`src/rtl/pwm_lock_pkg.sv`:
```
package pwm_lock_pkg;

    localparam int REG_W   = 32;
    localparam int ADDR_W  = 3;
    localparam int SHOT_W  = 8;
    localparam int SCALE_W = 8;

    localparam logic [ADDR_W-1:0] A_CTRL   = 3'd0;
    localparam logic [ADDR_W-1:0] A_PERIOD = 3'd1;
    localparam logic [ADDR_W-1:0] A_DUTY   = 3'd2;
    localparam logic [ADDR_W-1:0] A_STS    = 3'd3;
    localparam logic [ADDR_W-1:0] A_IEN    = 3'd4;

    localparam int B_EN     = 0;
    localparam int B_MODE   = 1;
    localparam int B_DPOL   = 3;
    localparam int B_IPOL   = 4;
    localparam int B_CENTER = 5;
    localparam int B_LOCK   = 6;
    localparam int B_SCALED = 9;
    localparam int B_SCALE  = 16;
    localparam int B_SHOT   = 24;

    typedef enum logic [1:0] {
        MODE_BURST = 2'd0,
        MODE_CONT  = 2'd1,
        MODE_CAP   = 2'd2,
        MODE_RSV   = 2'd3
    } mode_e;

    typedef enum logic [1:0] {
        ST_IDLE = 2'd0,
        ST_RUN  = 2'd1,
        ST_HALT = 2'd2
    } run_state_e;

    typedef struct packed {
        logic [SHOT_W-1:0]  shots_m1;
        logic [SCALE_W-1:0] scale;
        logic               scaled;
        logic               lock;
        logic               center;
        logic               ipol;
        logic               dpol;
        mode_e              mode;
        logic               en;
    } ctrl_t;

    function automatic ctrl_t unpack_ctrl(input logic [REG_W-1:0] w);
        ctrl_t c;
        c.en       = w[B_EN];
        c.mode     = mode_e'(w[B_MODE +: 2]);
        c.dpol     = w[B_DPOL];
        c.ipol     = w[B_IPOL];
        c.center   = w[B_CENTER];
        c.lock     = w[B_LOCK];
        c.scaled   = w[B_SCALED];
        c.scale    = w[B_SCALE +: SCALE_W];
        c.shots_m1 = w[B_SHOT +: SHOT_W];
        return c;
    endfunction

    function automatic logic [REG_W-1:0] pack_ctrl(input ctrl_t c);
        logic [REG_W-1:0] w;
        w                    = '0;
        w[B_EN]              = c.en;
        w[B_MODE +: 2]       = c.mode;
        w[B_DPOL]            = c.dpol;
        w[B_IPOL]            = c.ipol;
        w[B_CENTER]          = c.center;
        w[B_LOCK]            = c.lock;
        w[B_SCALED]          = c.scaled;
        w[B_SCALE +: SCALE_W] = c.scale;
        w[B_SHOT +: SHOT_W]  = c.shots_m1;
        return w;
    endfunction

endpackage

```
`src/rtl/pwm_regs.sv`:
```
module pwm_regs
    import pwm_lock_pkg::*;
#(
    parameter int CNT_W = 32
) (
    input  logic              clk,
    input  logic              rst_n,
    input  logic              bus_wr,
    input  logic [ADDR_W-1:0] bus_addr,
    input  logic [REG_W-1:0]  bus_wdata,
    output logic [REG_W-1:0]  bus_rdata,
    input  logic              done_i,
    output ctrl_t             ctrl_o,
    output logic [CNT_W-1:0]  period_o,
    output logic [CNT_W-1:0]  duty_o,
    output logic              irq_o
);

    logic sts_q;
    logic ien_q;
    logic clr_req;

    assign clr_req = bus_wr && (bus_addr == A_STS) && bus_wdata[0];

    always_ff @(posedge clk or negedge rst_n) begin
        if (!rst_n) begin
            ctrl_o   <= '0;
            period_o <= '0;
            duty_o   <= '0;
            ien_q    <= 1'b0;
        end else if (bus_wr) begin
            case (bus_addr)
                A_CTRL:   ctrl_o   <= unpack_ctrl(bus_wdata);
                A_PERIOD: period_o <= bus_wdata[CNT_W-1:0];
                A_DUTY:   duty_o   <= bus_wdata[CNT_W-1:0];
                A_IEN:    ien_q    <= bus_wdata[0];
                default:  ;
            endcase
        end
    end

    // burst end has priority over a clear in the same cycle
    always_ff @(posedge clk or negedge rst_n) begin
        if (!rst_n)       sts_q <= 1'b0;
        else if (done_i)  sts_q <= 1'b1;
        else if (clr_req) sts_q <= 1'b0;
    end

    always_comb begin
        case (bus_addr)
            A_CTRL:   bus_rdata = pack_ctrl(ctrl_o);
            A_PERIOD: bus_rdata = REG_W'(period_o);
            A_DUTY:   bus_rdata = REG_W'(duty_o);
            A_STS:    bus_rdata = {{(REG_W-1){1'b0}}, sts_q};
            A_IEN:    bus_rdata = {{(REG_W-1){1'b0}}, ien_q};
            default:  bus_rdata = '0;
        endcase
    end

    assign irq_o = sts_q & ien_q;


    sts_set_chk: assert property (@(posedge clk) disable iff (!rst_n)
        done_i |=> sts_q);


    sts_clear_chk: assert property (@(posedge clk) disable iff (!rst_n)
        (clr_req && !done_i) |=> !sts_q);

endmodule

```
`src/rtl/pwm_prescale.sv`:
```
module pwm_prescale
    import pwm_lock_pkg::*;
(
    input  logic               clk,
    input  logic               rst_n,
    input  logic               run_i,
    input  logic               scaled_i,
    input  logic [SCALE_W-1:0] scale_i,
    output logic               tick_o
);

    localparam int DIV_W = SCALE_W + 1;

    logic [DIV_W-1:0] div_cnt;
    logic [DIV_W-1:0] lim;

    always_comb begin
        lim    = (scale_i == '0) ? DIV_W'(1 << SCALE_W) : DIV_W'(scale_i);
        tick_o = run_i && (!scaled_i || (div_cnt >= lim - DIV_W'(1)));
    end

    always_ff @(posedge clk or negedge rst_n) begin
        if (!rst_n)                  div_cnt <= '0;
        else if (!run_i || !scaled_i) div_cnt <= '0;
        else if (tick_o)             div_cnt <= '0;
        else                         div_cnt <= div_cnt + DIV_W'(1);
    end


    tick_gap_chk: assert property (@(posedge clk) disable iff (!rst_n)
        (run_i && scaled_i && tick_o) |=> (!tick_o || scale_i == 8'd1 || !scaled_i));

endmodule

```
`src/rtl/pwm_core.sv`:
```
module pwm_core
    import pwm_lock_pkg::*;
#(
    parameter int CNT_W = 32
) (
    input  logic             clk,
    input  logic             rst_n,
    input  ctrl_t            ctrl_i,
    input  logic [CNT_W-1:0] period_i,
    input  logic [CNT_W-1:0] duty_i,
    input  logic             tick_i,
    output logic             run_o,
    output logic             done_o,
    output logic             pwm_o
);

    run_state_e        state;
    run_state_e        nxt;
    logic [CNT_W-1:0]  cnt;
    logic [CNT_W-1:0]  act_period;
    logic [CNT_W-1:0]  act_duty;
    logic              act_dpol;
    logic [SHOT_W-1:0] shots_left;

    logic [CNT_W-1:0]  per_eff;
    logic [CNT_W-1:0]  last;
    logic [CNT_W-1:0]  half;
    logic [CNT_W-1:0]  fold;
    logic              mode_ok;
    logic              boundary;
    logic              burst_end;
    logic              start;
    logic              in_duty;

    always_comb begin
        mode_ok   = (ctrl_i.mode == MODE_BURST) || (ctrl_i.mode == MODE_CONT);
        per_eff   = (act_period == '0) ? CNT_W'(1) : act_period;
        last      = per_eff - CNT_W'(1);
        boundary  = tick_i && (cnt >= last);
        burst_end = boundary && (ctrl_i.mode == MODE_BURST) && (shots_left == '0);
    end

    // next-state logic
    always_comb begin
        nxt = state;
        unique case (state)
            ST_IDLE: if (ctrl_i.en && mode_ok) nxt = ST_RUN;
            ST_RUN: begin
                if (!ctrl_i.en || !mode_ok) nxt = ST_IDLE;
                else if (burst_end)         nxt = ST_HALT;
            end
            ST_HALT: if (!ctrl_i.en) nxt = ST_IDLE;
            default: nxt = ST_IDLE;
        endcase
    end

    assign start = (state == ST_IDLE) && (nxt == ST_RUN);

    // state register
    always_ff @(posedge clk or negedge rst_n) begin
        if (!rst_n) state <= ST_IDLE;
        else        state <= nxt;
    end

    // counter and working copy
    always_ff @(posedge clk or negedge rst_n) begin
        if (!rst_n) begin
            cnt        <= '0;
            act_period <= '0;
            act_duty   <= '0;
            act_dpol   <= 1'b0;
            shots_left <= '0;
        end else if (start) begin
            cnt        <= '0;
            act_period <= period_i;
            act_duty   <= duty_i;
            act_dpol   <= ctrl_i.dpol;
            shots_left <= ctrl_i.shots_m1;
        end else if ((state == ST_RUN) && (nxt != ST_RUN)) begin
            cnt <= '0;
        end else if ((state == ST_RUN) && tick_i) begin
            if (boundary) begin
                cnt <= '0;
                if (!ctrl_i.lock) begin
                    act_period <= period_i;
                    act_duty   <= duty_i;
                    act_dpol   <= ctrl_i.dpol;
                end
                if ((ctrl_i.mode == MODE_BURST) && (shots_left != '0))
                    shots_left <= shots_left - SHOT_W'(1);
            end else begin
                cnt <= cnt + CNT_W'(1);
            end
        end
    end

    // outputs
    always_comb begin
        half    = per_eff >> 1;
        fold    = (cnt < half) ? cnt : (last - cnt);
        in_duty = (act_duty >= per_eff) ||
                  (ctrl_i.center ? (fold < (act_duty >> 1)) : (cnt < act_duty));
        run_o   = (state == ST_RUN);
        done_o  = (state == ST_RUN) && (nxt == ST_HALT);
        if ((state == ST_RUN) && ctrl_i.en && mode_ok)
            pwm_o = in_duty ? act_dpol : ~act_dpol;
        else
            pwm_o = ctrl_i.ipol;
    end


    off_idle_chk: assert property (@(posedge clk) disable iff (!rst_n)
        !ctrl_i.en |=> (state != ST_RUN && cnt == '0));


    lock_hold_chk: assert property (@(posedge clk) disable iff (!rst_n)
        (state == ST_RUN && $past(state) == ST_RUN && $past(ctrl_i.lock)) |->
        (act_period == $past(act_period) && act_duty == $past(act_duty) &&
         act_dpol == $past(act_dpol)));


    cnt_range_chk: assert property (@(posedge clk) disable iff (!rst_n)
        (state == ST_RUN) |-> (cnt <= last));


    halt_entry_chk: assert property (@(posedge clk) disable iff (!rst_n)
        (state == ST_HALT && $past(state) != ST_HALT) |->
        ($past(ctrl_i.mode) == MODE_BURST && $past(shots_left) == '0));


    cap_idle_chk: assert property (@(posedge clk) disable iff (!rst_n)
        (ctrl_i.mode == MODE_CAP || ctrl_i.mode == MODE_RSV) |=> (state != ST_RUN));

endmodule

```
`src/rtl/pwm_lock_chan.sv`:
```
module pwm_lock_chan
    import pwm_lock_pkg::*;
#(
    parameter int CNT_W = 32
) (
    input  logic        clk,
    input  logic        rst_n,
    input  logic        bus_wr,
    input  logic [2:0]  bus_addr,
    input  logic [31:0] bus_wdata,
    output logic [31:0] bus_rdata,
    output logic        pwm_o,
    output logic        irq_o
);

    ctrl_t            ctrl;
    logic [CNT_W-1:0] period_s;
    logic [CNT_W-1:0] duty_s;
    logic             tick;
    logic             run;
    logic             done;

    pwm_regs #(.CNT_W(CNT_W)) regs_i (
        .clk       (clk),
        .rst_n     (rst_n),
        .bus_wr    (bus_wr),
        .bus_addr  (bus_addr),
        .bus_wdata (bus_wdata),
        .bus_rdata (bus_rdata),
        .done_i    (done),
        .ctrl_o    (ctrl),
        .period_o  (period_s),
        .duty_o    (duty_s),
        .irq_o     (irq_o)
    );

    pwm_prescale scale_i (
        .clk      (clk),
        .rst_n    (rst_n),
        .run_i    (run),
        .scaled_i (ctrl.scaled),
        .scale_i  (ctrl.scale),
        .tick_o   (tick)
    );

    pwm_core #(.CNT_W(CNT_W)) core_i (
        .clk      (clk),
        .rst_n    (rst_n),
        .ctrl_i   (ctrl),
        .period_i (period_s),
        .duty_i   (duty_s),
        .tick_i   (tick),
        .run_o    (run),
        .done_o   (done),
        .pwm_o    (pwm_o)
    );

endmodule

```
`config.mk`:
```
export PLATFORM = sky130hd
export DESIGN_NAME = pwm_lock_chan
export DESIGN_NICKNAME = d
export VERILOG_FILES = /design/src/rtl/pwm_lock_pkg.sv /design/src/rtl/pwm_regs.sv /design/src/rtl/pwm_prescale.sv /design/src/rtl/pwm_core.sv /design/src/rtl/pwm_lock_chan.sv
export SDC_FILE = /design/constraint.sdc
export NUM_CORES = 1
export LEC_CHECK = 0
export ABC_AREA = 1
export BUFFER_PORTS_ARGS = -buffer_cell sky130_fd_sc_hd__clkbuf_2
export CAP_MARGIN = 25
export CORE_ASPECT_RATIO = 0.75
export CORE_MARGIN = 2
export CORE_UTILIZATION = 40
export DETAILED_ROUTE_END_ITERATION = 10
export HOLD_SLACK_MARGIN = 0.05
export SLEW_MARGIN = 20
export SYNTH_ARGS = -nofsm -noshare
export SYNTH_HDL_FRONTEND = slang
export SYNTH_SLANG_ARGS = --single-unit
```
`constraint.sdc`:
```
create_clock -name clk -period 7.25 [get_ports clk]
set_clock_uncertainty 0.1 [all_clocks]
set_input_delay 1.45 -clock clk [delete_from_list [all_inputs] [get_ports clk]]
set_output_delay 1.45 -clock clk [all_outputs]
set_load 0.02 [all_outputs]
```
Word level (Yosys, flattened, before mapping)

Cells that the tools add are included.

Output and inout bits: 34
Memories: 0
Input port bits: 38
Memory bits (read-only): 0
Latch bits: 0
RAM bits: 0
Logic and storage cells: 127
Register bits after elaboration: 206

$add $sub $neg: 6
$lt $le $gt $ge: 6
Shift-type cells: 0
Multiplexer cells: 40
Bitwise logic cells: 2
Reductions and logical operators: 41
$mul: 0
Div/mod/pow operators: 0
Eq/ne operators: 12

Operators with widths:

| operator                                             | count |
|---|---|
| two-way mux 32 bit                                   | 16 |
| one-hot mux 32 bit (5 select lines)                  | 1 |
| greater-or-equal comparator 32 bit                   | 2 |
| < comparator 32 x 31 -> 1 bit                        | 2 |
| two-way mux 8 bit                                    | 5 |
| adder 32 x 1 -> 32 bit (second input constant)       | 1 |
| zero test 32 bit                                     | 1 |
| < comparator 32 bit                                  | 1 |
| subtractor 32 x 1 -> 32 bit (second input constant)  | 1 |
| subtractor 32 bit                                    | 1 |
| two-way mux 9 bit                                    | 3 |
| zero test 8 bit                                      | 2 |
| logical AND 1 bit                                    | 14 |
| two-way mux 1 bit                                    | 10 |
| adder 9 x 1 -> 9 bit (second input constant)         | 1 |
| greater-or-equal comparator 9 bit                    | 1 |
| subtractor 9 x 1 -> 9 bit (second input constant)    | 1 |
| two-way mux 2 bit                                    | 4 |
| AND reduction 2 bit                                  | 4 |
| AND reduction 4 bit                                  | 2 |
| nonzero test 2 bit                                   | 4 |
| nonzero test 8 bit                                   | 1 |
| subtractor 8 x 1 -> 8 bit (second input constant)    | 1 |
| equality test 2 x 1 -> 1 bit (second input constant) | 3 |
| 13 further kinds                                     | 25 |

Depth between registers and ports, before layout

Gate-level depths: netlist of run 1.

Depth after elaboration: 16
Depth in mapped cells: 41
Mapped depth without buffers: 41

Cells and area by module

A second synthesis of run 1 with hierarchy kept.

Cells, all modules: 2,044
Area, all modules: 15,578.7 µm²

By module, submodules not included:

| module       | area each (µm²) | sequential area each (µm²) | cells each | instances |
|---|---|---|---|---|
| pwm_core     | 10,820.4        | 2,677.6                    | 1,447      | 1 |
| pwm_regs     | 3,895.0         | 2,252.2                    | 471        | 1 |
| pwm_prescale | 863.3           | 225.2                      | 126        | 1 |

Worst setup path after synthesis of run 1

OpenSTA, ideal clock, no wires.

Path type: flip-flop to output port
Start: register core_i.act_period[13]
End: output pwm_o
Buffers on the path: 0
Required time: 5.700 ns
Setup slack: 1.117 ns
Data arrival time: 4.583 ns
Stages on the path, launching flop included: 39
Cells stage by stage: dfrtp_1 > nor2_1 > nand3_2 > nor3_1 > nand4_2 > nand2_2 > inv_2 > nand2_2 > nor2_4 > nand2_2 > nor3_2 > nand2_1 > nor3_2 > inv_2 > nor2_4 > xor2_1 > ha_1 > a21oi_1 > [3 not listed] > a21oi_1 > inv_1 > a21oi_1 > o21ai_1 > nand3_1 > nand2_1 > nand3_1 > nand2_1 > xor2_1 > o21ai_1 > ha_1 > nand3b_1 > nand4_1 > nor2_1 > nand2_1 > nand3_1 > nand3_1 > nand2_1

Longest elaborated chain between the ends: 10
Elaborated cells between the ends (all ways): 12
Classes of those cells: add/sub: 2; order compare: 3; mux: 5; reduce/logical: 2

RTL lines:

| element                       | RTL line            | source |
|---|---|---|
| start: declaration            | pwm_core.sv:20      | `logic [CNT_W-1:0] act_period;` |
| start signal: assignment      | pwm_core.sv:75      | `act_period <= period_i;` |
| start signal: assignment      | pwm_core.sv:85      | `act_period <= period_i;` |
| zero test 32 bit              | pwm_core.sv:37      | `per_eff = (act_period == '0) ? CNT_W'(1) : act_period;` |
| two-way mux 32 bit *          | pwm_core.sv:37      |  |
| subtractor 32 x 1 -> 32 bit   | pwm_core.sv:38      | `last = per_eff - CNT_W'(1);` |
| subtractor 32 bit             | pwm_core.sv:100     | `fold = (cnt < half) ? cnt : (last - cnt);` |
| two-way mux 32 bit            | pwm_core.sv:100     |  |
| < comparator 32 x 31 -> 1 bit | pwm_core.sv:102     | `(ctrl_i.center ? (fold < (act_duty >> 1)) : (cnt < act_duty));` |
| two-way mux 1 bit             | pwm_core.sv:102     |  |
| logical OR 1 bit *            | pwm_core.sv:101     | `in_duty = (act_duty >= per_eff) \|\|` |
| two-way mux 1 bit *           | pwm_core.sv:106     | `pwm_o = in_duty ? act_dpol : ~act_dpol;` |
| two-way mux 1 bit *           | pwm_core.sv:105     | `if ((state == ST_RUN) && ctrl_i.en && mode_ok)` |
| end: declaration              | pwm_lock_chan.sv:12 | `output logic pwm_o,` |

Mark *: on every way between the ends. The rest lies on a longest branch, timed or not.

Worst setup path in the final report of run 1

Start: register core_i.act_period[1]
End: output pwm_o

The elaborated chain is that of the path after synthesis.

==> parameters.txt, run 1 <==
Parameter                              Value

Floorplanning
  Ports    72
  Die Y    172.3 µm
  Core region area    0.03717 mm²
  Initial Util    0.4065
  Die area    0.03936 mm²
  DIE WIDTH    228.4 µm
  Row cnt    61

Worst setup path
  Critical path type    reg -> out
  Delay contributed by the slowest stage of the critical path    0.38 ns
  Cell with the largest stage delay on the worst path    sky130_fd_sc_hd__dfrtp_1
  Required time at the worst-slack endpoint    5.70 ns
  Worst Setup SP    core_i.act_period[1]$_DFFE_PN0P_
  CP dominant cell by count    sky130_fd_sc_hd__nand2_2
  Startpoint of the worst-slack reg-to-reg timing path    core_i.act_period[25]$_DFFE_PN0P_
  Data arrival, critical path    5.76 ns
  Crit path launch type    flip-flop
  Nature of the critical path endpoint    output port
  Critical-path maximum fanout    4

STA
  Shortest clock period the worst path allows after layout    7.306 ns
  Unrepaired setup endpoints after global routing    yes
  Portion of the clock cycle consumed by the worst path in the final layout    1.008
  Slew margin rel.    0.3750
  Final Worst Setup Slack    -0.05586 ns
  Peak clock frequency supported by timing    136.9 MHz
  Worst Max-Slew Pin Slew    0.9342 ns
  Number of hold-slack violations in the final timing report    0
  Final setup violation count    1
  Max-slew violations    0

Clock network
  Largest buffer count on any clock path    3
  Clock sink count    206
  Clock-pin transition on the worst setup and hold timing paths    0.06 ns
  # H-tree levels    1
  Clock insertion delay at the later pin of the skew report    0.53 ns
  Clock tree from TritonCTS    yes
  Cell at the root of the clock tree    sky130_fd_sc_hd__clkbuf_16
  Clock buffers created by TritonCTS    23

Drt
  Final wirelength    46060 µm
  Wire length per cell    17.57 µm
  Initial DRC count    1125
  Number of nets with antenna violations after detailed routing    0
  Routed via count divided by cell count    5.241
  Detailed Routing Iterations Pass 1    9
  Total number of vias    13740
  Remaining routing DRC violations    0

Pwr
  Worst vdd ir    0.0001913 V
  Switching share of power    0.4435
  Sequential Power Share    0.253
  Total internal power    3657 µW
  Total net switching power    2914 µW
  Power Density    369.4 mW/mm²
  PnR Total Power    6571 µW
  Combinational Power Share    0.553
  Leakage power summed over all cells    0.008778 µW
  Part of the power in the clock network    0.194

Global route
  Global router's overall resource usage    0.2374
  Maximum number of pins on one net before global-route repair    105
  Global-route wire length before repair    73910 µm
  Overflow left after global routing    0
  Antenna violations before repair    0
  Number of global-route vias before repair    13280
  Busiest metal layer after global routing    met2
  GR Util met1    0.3468
  Global routing usage on met3    0.03216
  Met2 Usage GRT    0.3750

Synth
  Register bit count reported by yosys    206
  Share of synthesized area occupied by flip-flops and latches    0.3412
  Number of distinct library cell variants in the gate-level netlist after synthesis    58
  Synth warn    0
  Post-Synthesis Net Count    2173
  Cell count after synthesis    1965
  Share of Yosys cell area claimed by the top area cell type    0.3412
  Biggest area consumer among synthesized cells    sky130_fd_sc_hd__dfrtp_1
  FFs w/ async S/R, synth    1.000
  Number of enable-type register cells in the synthesized netlist    0
  Area of the mapped netlist    0.01511 mm²
  Mean cell area of the mapped netlist    7.689 µm²
  Cells taking the most area after synthesis    sky130_fd_sc_hd__dfrtp_1, sky130_fd_sc_hd__ha_1, sky130_fd_sc_hd__nand2_1, sky130_fd_sc_hd__inv_1, sky130_fd_sc_hd__o21ai_0
  Main synth FF type    sky130_fd_sc_hd__dfrtp_1

Job
  Max-cap check violation count    0

Layout
  Number of fill cells in the layout    3692
  Antenna Diode Count    0
  Number of nets at the end of the flow    2310
  Area growth from synthesis to layout    17.75%
  Non-Filler Cell Area, Final    0.01779 mm²
  Fraction of final layout cells sized beyond drive strength 1    0.1625

Place
  Cell area after placement    0.01642 mm²
  Gpl congestion    0.9203
  Post-detailed-placement half-perimeter wirelength    35520 µm
  Number of buffers added on ports    71

Status
  Violated checks    negative setup slack
  Status    complete, but fails checks

Min path
  Type of the most critical hold path    reg -> reg
  HP Start    regs_i.duty_o[6]$_DFFE_PN0P_
cell type report:
cell class              instances  area, µm²  area share
multi-input cells            1403       8956      0.5034
well taps                     504      630.6     0.03545
inverters                     303       1140     0.06407
repair buffers                165       1107     0.06224
flip-flops and latches        206       5155      0.2898
clock inverters                11      163.9    0.009213
clock buffers                  29      638.1     0.03587
path summary, 6_finish.rpt:
check	to	slack, ns	cells past startpoint
setup / recovery	pwm_o	-0.06	37
hold / removal	regs_i.duty_o[6]$_DFFE_PN0P_	0.38	2
setup reg to reg	core_i.cnt[4]$_DFFE_PN0P_	1.32	34
hold reg to reg	regs_i.duty_o[6]$_DFFE_PN0P_	0.38	2
max in group asynchronous	core_i.cnt[7]$_DFFE_PN0P_	4.74	2
min in group asynchronous	regs_i.duty_o[31]$_DFFE_PN0P_	0.90	1
what timing repair did:
| item | 4_1_cts | 5_1_grt |
|---|---|---|
| pin swaps | 34 | 27 |
| hold buffers | 0 | 0 |
| endpoints found under the setup margin | 1 | 1 |
| gates resized for setup | 68 | 32 |
| setup buffers | 13 | 4 |
| cloned | 0 | 0 |
logic make-up after synthesis:
kind of cell	after synthesis	synth area share
multiplexers	5	0.003312
AND/OR/NAND/NOR	694	0.1995
XOR/XNOR	82	0.04753
AO/OA/AOI/OAI	451	0.1718
buffers and inverters	356	0.09515
adder cells (fa/ha/maj)	170	0.1413
other	1	0.0002482
flip-flops	206	0.3412
power by group through the flow:
stage / Clock, µW / Sequential (µW) / Combinational, µW
2_1_floorplan: 0 / 1610 / 2250
3_3_place_gp: 0 / 1670 / 3210
3_5_place_dp: 0 / 1670 / 3250
4_1_cts: 1300 / 1660 / 3500
5_1_grt: 1350 / 1690 / 4080
6_report: 1270 / 1660 / 3640
per-layer routing:
layer / part of all wire / up-vias
li1: - / 6835
met1: 0.49 / 6483
met2: 0.43 / 362
met3: 0.061 / 57
met4: 0.019 / 0
met5: 0 / -
per-stage QoR:
stage	hold slack [ns]	instances	TNS, ns	setup slack, ns	utilization
floorplan	0.3530	1965	0	1.117	-
global placement	0.3661	2564	-0.01694	-0.01694	0.4418
detailed placement	0.3731	2564	-0.1135	-0.1135	0.4418
CTS	0.3877	2617	-0.1034	-0.1034	0.4740
global route	0.4102	2621	-0.4435	-0.4435	0.4786
finish	0.3839	2621	-0.05586	-0.05586	0.4786
worst max-delay path: cells and delay by family (launching register included):
family                   cells  cell delay, ns
XOR/XNOR                     2            0.34
flip-flops                   1            0.38
buffers and inverters        5            0.57
AO/OA/AOI/OAI                7            0.89
adder cells (fa/ha/maj)      3            0.81
AND/OR/NAND/NOR             20            2.21
cells in the mapped netlist (all sizes together) (2+ instances only):
cell type / number
nand2: 412
inv: 303
o21ai: 243
dfrtp: 206
ha: 169
nor2: 126
a21oi: 109
xor2: 65
nand3: 58
nor3: 43
clkbuf: 38
o22ai: 36
nand4: 31
o221ai: 24
xnor2: 17
buf: 15
nor4: 9
a211oi: 7
a31oi: 7
mux2i: 5
or2: 5
o211ai: 4
o21a: 4
nand3b: 3
nor3b: 3
o221a: 3
a21boi: 2
a21o: 2
a22oi: 2
and3: 2
o2111ai: 2
o31ai: 2
flip-flops by register name, summed over array words and instances, names as in the netlist:
signal,flops
core_i.act_dpol,1
core_i.act_duty,32
core_i.act_period,32
core_i.cnt,32
core_i.shots_left,8
core_i.state,2
regs_i.ctrl_o,24
regs_i.duty_o,32
regs_i.ien_q,1
regs_i.period_o,32
regs_i.sts_q,1
scale_i.div_cnt,9
layout by cell type, fill, tap and decap left out, types with 6 or more instances in the layout:
master / instances
sky130_fd_sc_hd__buf_4: 91
sky130_fd_sc_hd__o21ai_0: 159
sky130_fd_sc_hd__a211oi_1: 7
sky130_fd_sc_hd__nand2_1: 390
sky130_fd_sc_hd__dfrtp_1: 206
sky130_fd_sc_hd__a21oi_1: 89
sky130_fd_sc_hd__ha_4: 10
sky130_fd_sc_hd__o22ai_1: 26
sky130_fd_sc_hd__clkbuf_2: 69
sky130_fd_sc_hd__nor3_1: 33
sky130_fd_sc_hd__nor2_4: 6
sky130_fd_sc_hd__nand2_2: 19
sky130_fd_sc_hd__a21oi_2: 18
sky130_fd_sc_hd__nand3_2: 8
sky130_fd_sc_hd__nor4_1: 7
sky130_fd_sc_hd__o221ai_1: 23
sky130_fd_sc_hd__nand4_1: 30
sky130_fd_sc_hd__inv_2: 11
sky130_fd_sc_hd__clkbuf_8: 6
sky130_fd_sc_hd__a31oi_1: 7
sky130_fd_sc_hd__nor2_1: 101
sky130_fd_sc_hd__xor2_1: 61
sky130_fd_sc_hd__inv_1: 291
sky130_fd_sc_hd__nand3_1: 48
sky130_fd_sc_hd__o22ai_2: 10
sky130_fd_sc_hd__xnor2_1: 17
sky130_fd_sc_hd__o21ai_1: 80
sky130_fd_sc_hd__ha_1: 159
sky130_fd_sc_hd__nor2_2: 19
sky130_fd_sc_hd__clkbuf_16: 23
Note: power is estimated with default switching activity, not from simulation.
==> run 2, diff against run 1 <==
--- a/config.mk
+++ b/config.mk
@@ -5,7 +5,6 @@
 export SDC_FILE = /design/constraint.sdc
 export NUM_CORES = 1
 export LEC_CHECK = 0
-export ABC_AREA = 1
 export BUFFER_PORTS_ARGS = -buffer_cell sky130_fd_sc_hd__clkbuf_2
 export CAP_MARGIN = 25
 export CORE_ASPECT_RATIO = 0.75
==> run 2 against run 1 <==
Compared with the run above:
- the flow still finishes with violations (negative setup slack)
- register-to-register slack improved by 0.18 ns
- global-route usage rose by 0.37 points
- setup slack got worse by 1.1 ns
- synthesized cell count fell by 15%
- wire length fell by 0.78%
- critical path type unchanged
==> parameters.txt, run 2 <==
Parameter                              Value

Status
  Status    complete, but fails checks
  Violated checks    negative setup slack

STA
  Setup_tns    -1.195 ns
  Number of hold-slack violations in the final timing report    0
  Max-slew violations    0
  Minimum hold slack    0.4141 ns
  Unrepaired setup endpoints after global routing    yes
  Peak clock frequency supported by timing    118.4 MHz
  Final setup violation count    1
  Final Worst Setup Slack    -1.195 ns
  Slew margin rel.    0.3641
  Shortest clock period the worst path allows after layout    8.445 ns
  Worst Max-Slew Pin Slew    0.9528 ns
  Portion of the clock cycle consumed by the worst path in the final layout    1.165

Clock network
  Clock tree from TritonCTS    yes
  Clock insertion delay at the later pin of the skew report    0.56 ns
  Clock-pin transition on the worst setup and hold timing paths    0.06 ns
  Clock sink count    206
  Clock buffers created by TritonCTS    23
  # H-tree levels    1
  Hold buffer count at CTS    0
  Cell at the root of the clock tree    sky130_fd_sc_hd__clkbuf_16
  Largest buffer count on any clock path    3

Layout
  Most frequent standard cell in the layout excluding fill and tap cells    sky130_fd_sc_hd__dfrtp_1
  Leading cell types in the layout, fill and taps excluded    sky130_fd_sc_hd__dfrtp_1, sky130_fd_sc_hd__nand2_1, sky130_fd_sc_hd__buf_4
  Antenna Diode Count    0
  Area growth from synthesis to layout    21.00%
  Number of nets at the end of the flow    2089
  Non-Filler Cell Area, Final    0.01795 mm²
  Fraction of final layout cells sized beyond drive strength 1    0.2203
  Post-route insts no fill    2401

Global route
  Global router's overall resource usage    0.2411
  Global-route wire length before repair    72730 µm
  Number of global-route vias before repair    12720
  Antenna violations before repair    2
  Overflow left after global routing    0
  Maximum number of pins on one net before global-route repair    154

Drt
  Remaining routing DRC violations    0
  Routed via count divided by cell count    5.501
  Number of nets with antenna violations after detailed routing    0
  Final wirelength    45700 µm
  Total number of vias    13210
  Detailed Routing Iterations Pass 1    5
  Wire length per cell    19.03 µm
  Initial DRC count    1104

Synth
  Biggest area consumer among synthesized cells    sky130_fd_sc_hd__dfrtp_1
  FFs w/ async S/R, synth    1.000
  Cells taking the most area after synthesis    sky130_fd_sc_hd__dfrtp_1, sky130_fd_sc_hd__ha_1, sky130_fd_sc_hd__mux2_2, sky130_fd_sc_hd__nand2_1, sky130_fd_sc_hd__o21ai_0
  Number of distinct library cell variants in the gate-level netlist after synthesis    68
  Main synth FF type    sky130_fd_sc_hd__dfrtp_1
  Top cell types by occurrence after synthesis    sky130_fd_sc_hd__dfrtp_1, sky130_fd_sc_hd__nand2_1, sky130_fd_sc_hd__ha_1, sky130_fd_sc_hd__nor2_1, sky130_fd_sc_hd__inv_1
  Cell count after synthesis    1671
  Area of the mapped netlist    0.01484 mm²
  Mean cell area of the mapped netlist    8.879 µm²
  Synth warn    0
  Share of Yosys cell area claimed by the top area cell type    0.3474
  Post-Synthesis Net Count    1879
  Number of enable-type register cells in the synthesized netlist    0
  Register bit count reported by yosys    206
  Share of synthesized area occupied by flip-flops and latches    0.3474
  Most frequent cell after synthesis    sky130_fd_sc_hd__dfrtp_1

Pwr
  Power Density    385.7 mW/mm²
  Leakage power summed over all cells    0.008208 µW
  Worst vdd ir    0.0001915 V

Worst setup path
  Delay contributed by the slowest stage of the critical path    0.41 ns
  Critical path type    reg -> out
  Required time at the worst-slack endpoint    5.70 ns
  Critical-path maximum fanout    4
  Crit path launch type    flip-flop
  Data arrival, critical path    6.89 ns
  Cell with the largest stage delay on the worst path    sky130_fd_sc_hd__or3_1
  Nature of the critical path endpoint    output port

Floorplanning
  Row cnt    61
  Core region area    0.03679 mm²
  Die Y    170.8 µm
  Die area    0.03866 mm²
  Initial Util    0.4033
  DIE WIDTH    226.4 µm
  Ports    72

Place
  Number of buffers added on ports    71
  Cell area after placement    0.01697 mm²
  Inst Count DP    2356
  Gpl congestion    0.9263
  Post-detailed-placement half-perimeter wirelength    35620 µm

Job
  Max-cap check violation count    0

Min path
  Type of the most critical hold path    reg -> reg
## run 2: changes by cell type in the layout (fill, tap and decap cells not counted), moves of 37 or more
cell	previous run	this run
sky130_fd_sc_hd__nand2_1	390	175
sky130_fd_sc_hd__inv_1	291	117
sky130_fd_sc_hd__buf_4	91	170
sky130_fd_sc_hd__o21ai_0	159	108
sky130_fd_sc_hd__nor2_1	101	138
sky130_fd_sc_hd__xor2_1	61	23
sky130_fd_sc_hd__mux2_2	0	85
## run 2: final timing paths
kind / start / endpoint / slack (ns) / depth (start not counted)
hold reg to reg: regs_i.period_o[1]$_DFFE_PN0P_ / core_i.act_period[1]$_DFFE_PN0P_ / 0.41 / 2
min in group asynchronous: rst_n / core_i.cnt[7]$_DFFE_PN0P_ / 0.68 / 1
max in group asynchronous: rst_n / regs_i.ctrl_o[14]$_DFFE_PN0P_ / 5.16 / 2
setup / recovery: core_i.act_period[12]$_DFFE_PN0P_ / pwm_o / -1.19 / 32
setup reg to reg: core_i.act_period[3]$_DFFE_PN0P_ / core_i.act_duty[15]$_DFFE_PN0P_ / 1.50 / 21
hold / removal: regs_i.period_o[1]$_DFFE_PN0P_ / core_i.act_period[1]$_DFFE_PN0P_ / 0.41 / 2
## run 2: what timing repair did
item                                    4_1_cts  5_1_grt
resized for setup                            20        7
cloned                                        0        0
endpoints found under the setup margin        1        1
pin swaps                                    27        4
endpoints found under the hold margin         0        0
buffers inserted                              3        1
## run 2: power by group
group          internal (µW)  switching, µW  total, µW
Clock                    789            528       1320
Sequential              1450            232       1680
Combinational           1810           2110       3930
Total                   4050           2870       6920
## run 2: cell families (layout without fill, tap and decap cells)
| logic type | Yosys count | in the layout | share of synthesized area |
|---|---|---|---|
| flip-flops | 206 | 206 | 0.3474 |
| adder cells (fa/ha/maj) | 170 | 170 | 0.1439 |
| other | 1 | 1 | 0.0002528 |
| AND/OR/NAND/NOR | 510 | 510 | 0.1578 |
| buffers and inverters | 177 | 403 | 0.05094 |
| XOR/XNOR | 71 | 71 | 0.04191 |
| AO/OA/AOI/OAI | 421 | 421 | 0.1720 |
| multiplexers | 115 | 115 | 0.08576 |
## run 2: stage by stage
stage               total power [µW]  utilization  setup slack (ns)
floorplan                       3944            -         -0.005397
global placement                5423       0.4611           -0.6415
detailed placement              5472       0.4612           -0.8744
CTS                             6893       0.4869            -1.202
global route                    7461       0.4880            -1.533
finish                          6924       0.4880            -1.195
## run 2: worst max-delay path, delay by kind of cell (launching register included)
| kind | cells | cell delay, ns |
|---|---|---|
| and+or+nand+nor | 14 | 2.45 |
| muxes | 1 | 0.19 |
| adders and majority gates | 3 | 0.82 |
| DFF | 1 | 0.40 |
| buffers and inverters | 3 | 0.37 |
| xor gates and xnor gates | 1 | 0.17 |
| AOI/OAI and AO/OA | 10 | 1.93 |
## run 2: layout make-up
class / count / area (µm²)
Tap cell: 504 / 630.6
Multi-Input combinational cell: 1288 / 9183
Fill cell: 3563 / 18840
Sequential cell: 206 / 5155
Clock inverter: 12 / 212.7
Timing Repair Buffer: 244 / 1710
Inverter: 118 / 442.9
Clock buffer: 29 / 618.1
## run 2: metal layers
layer | share of wire | vias to the layer above | track usage | wire length (µm)
met5 | 0.00068 | - | 0 | 31
met3 | 0.068 | 61 | 0.04396 | 3127
met1 | 0.51 | 6416 | 0.3758 | 23180
met2 | 0.40 | 340 | 0.3378 | 18200
met4 | 0.025 | 4 | 0.06007 | 1160
li1 | - | 6387 | - | -
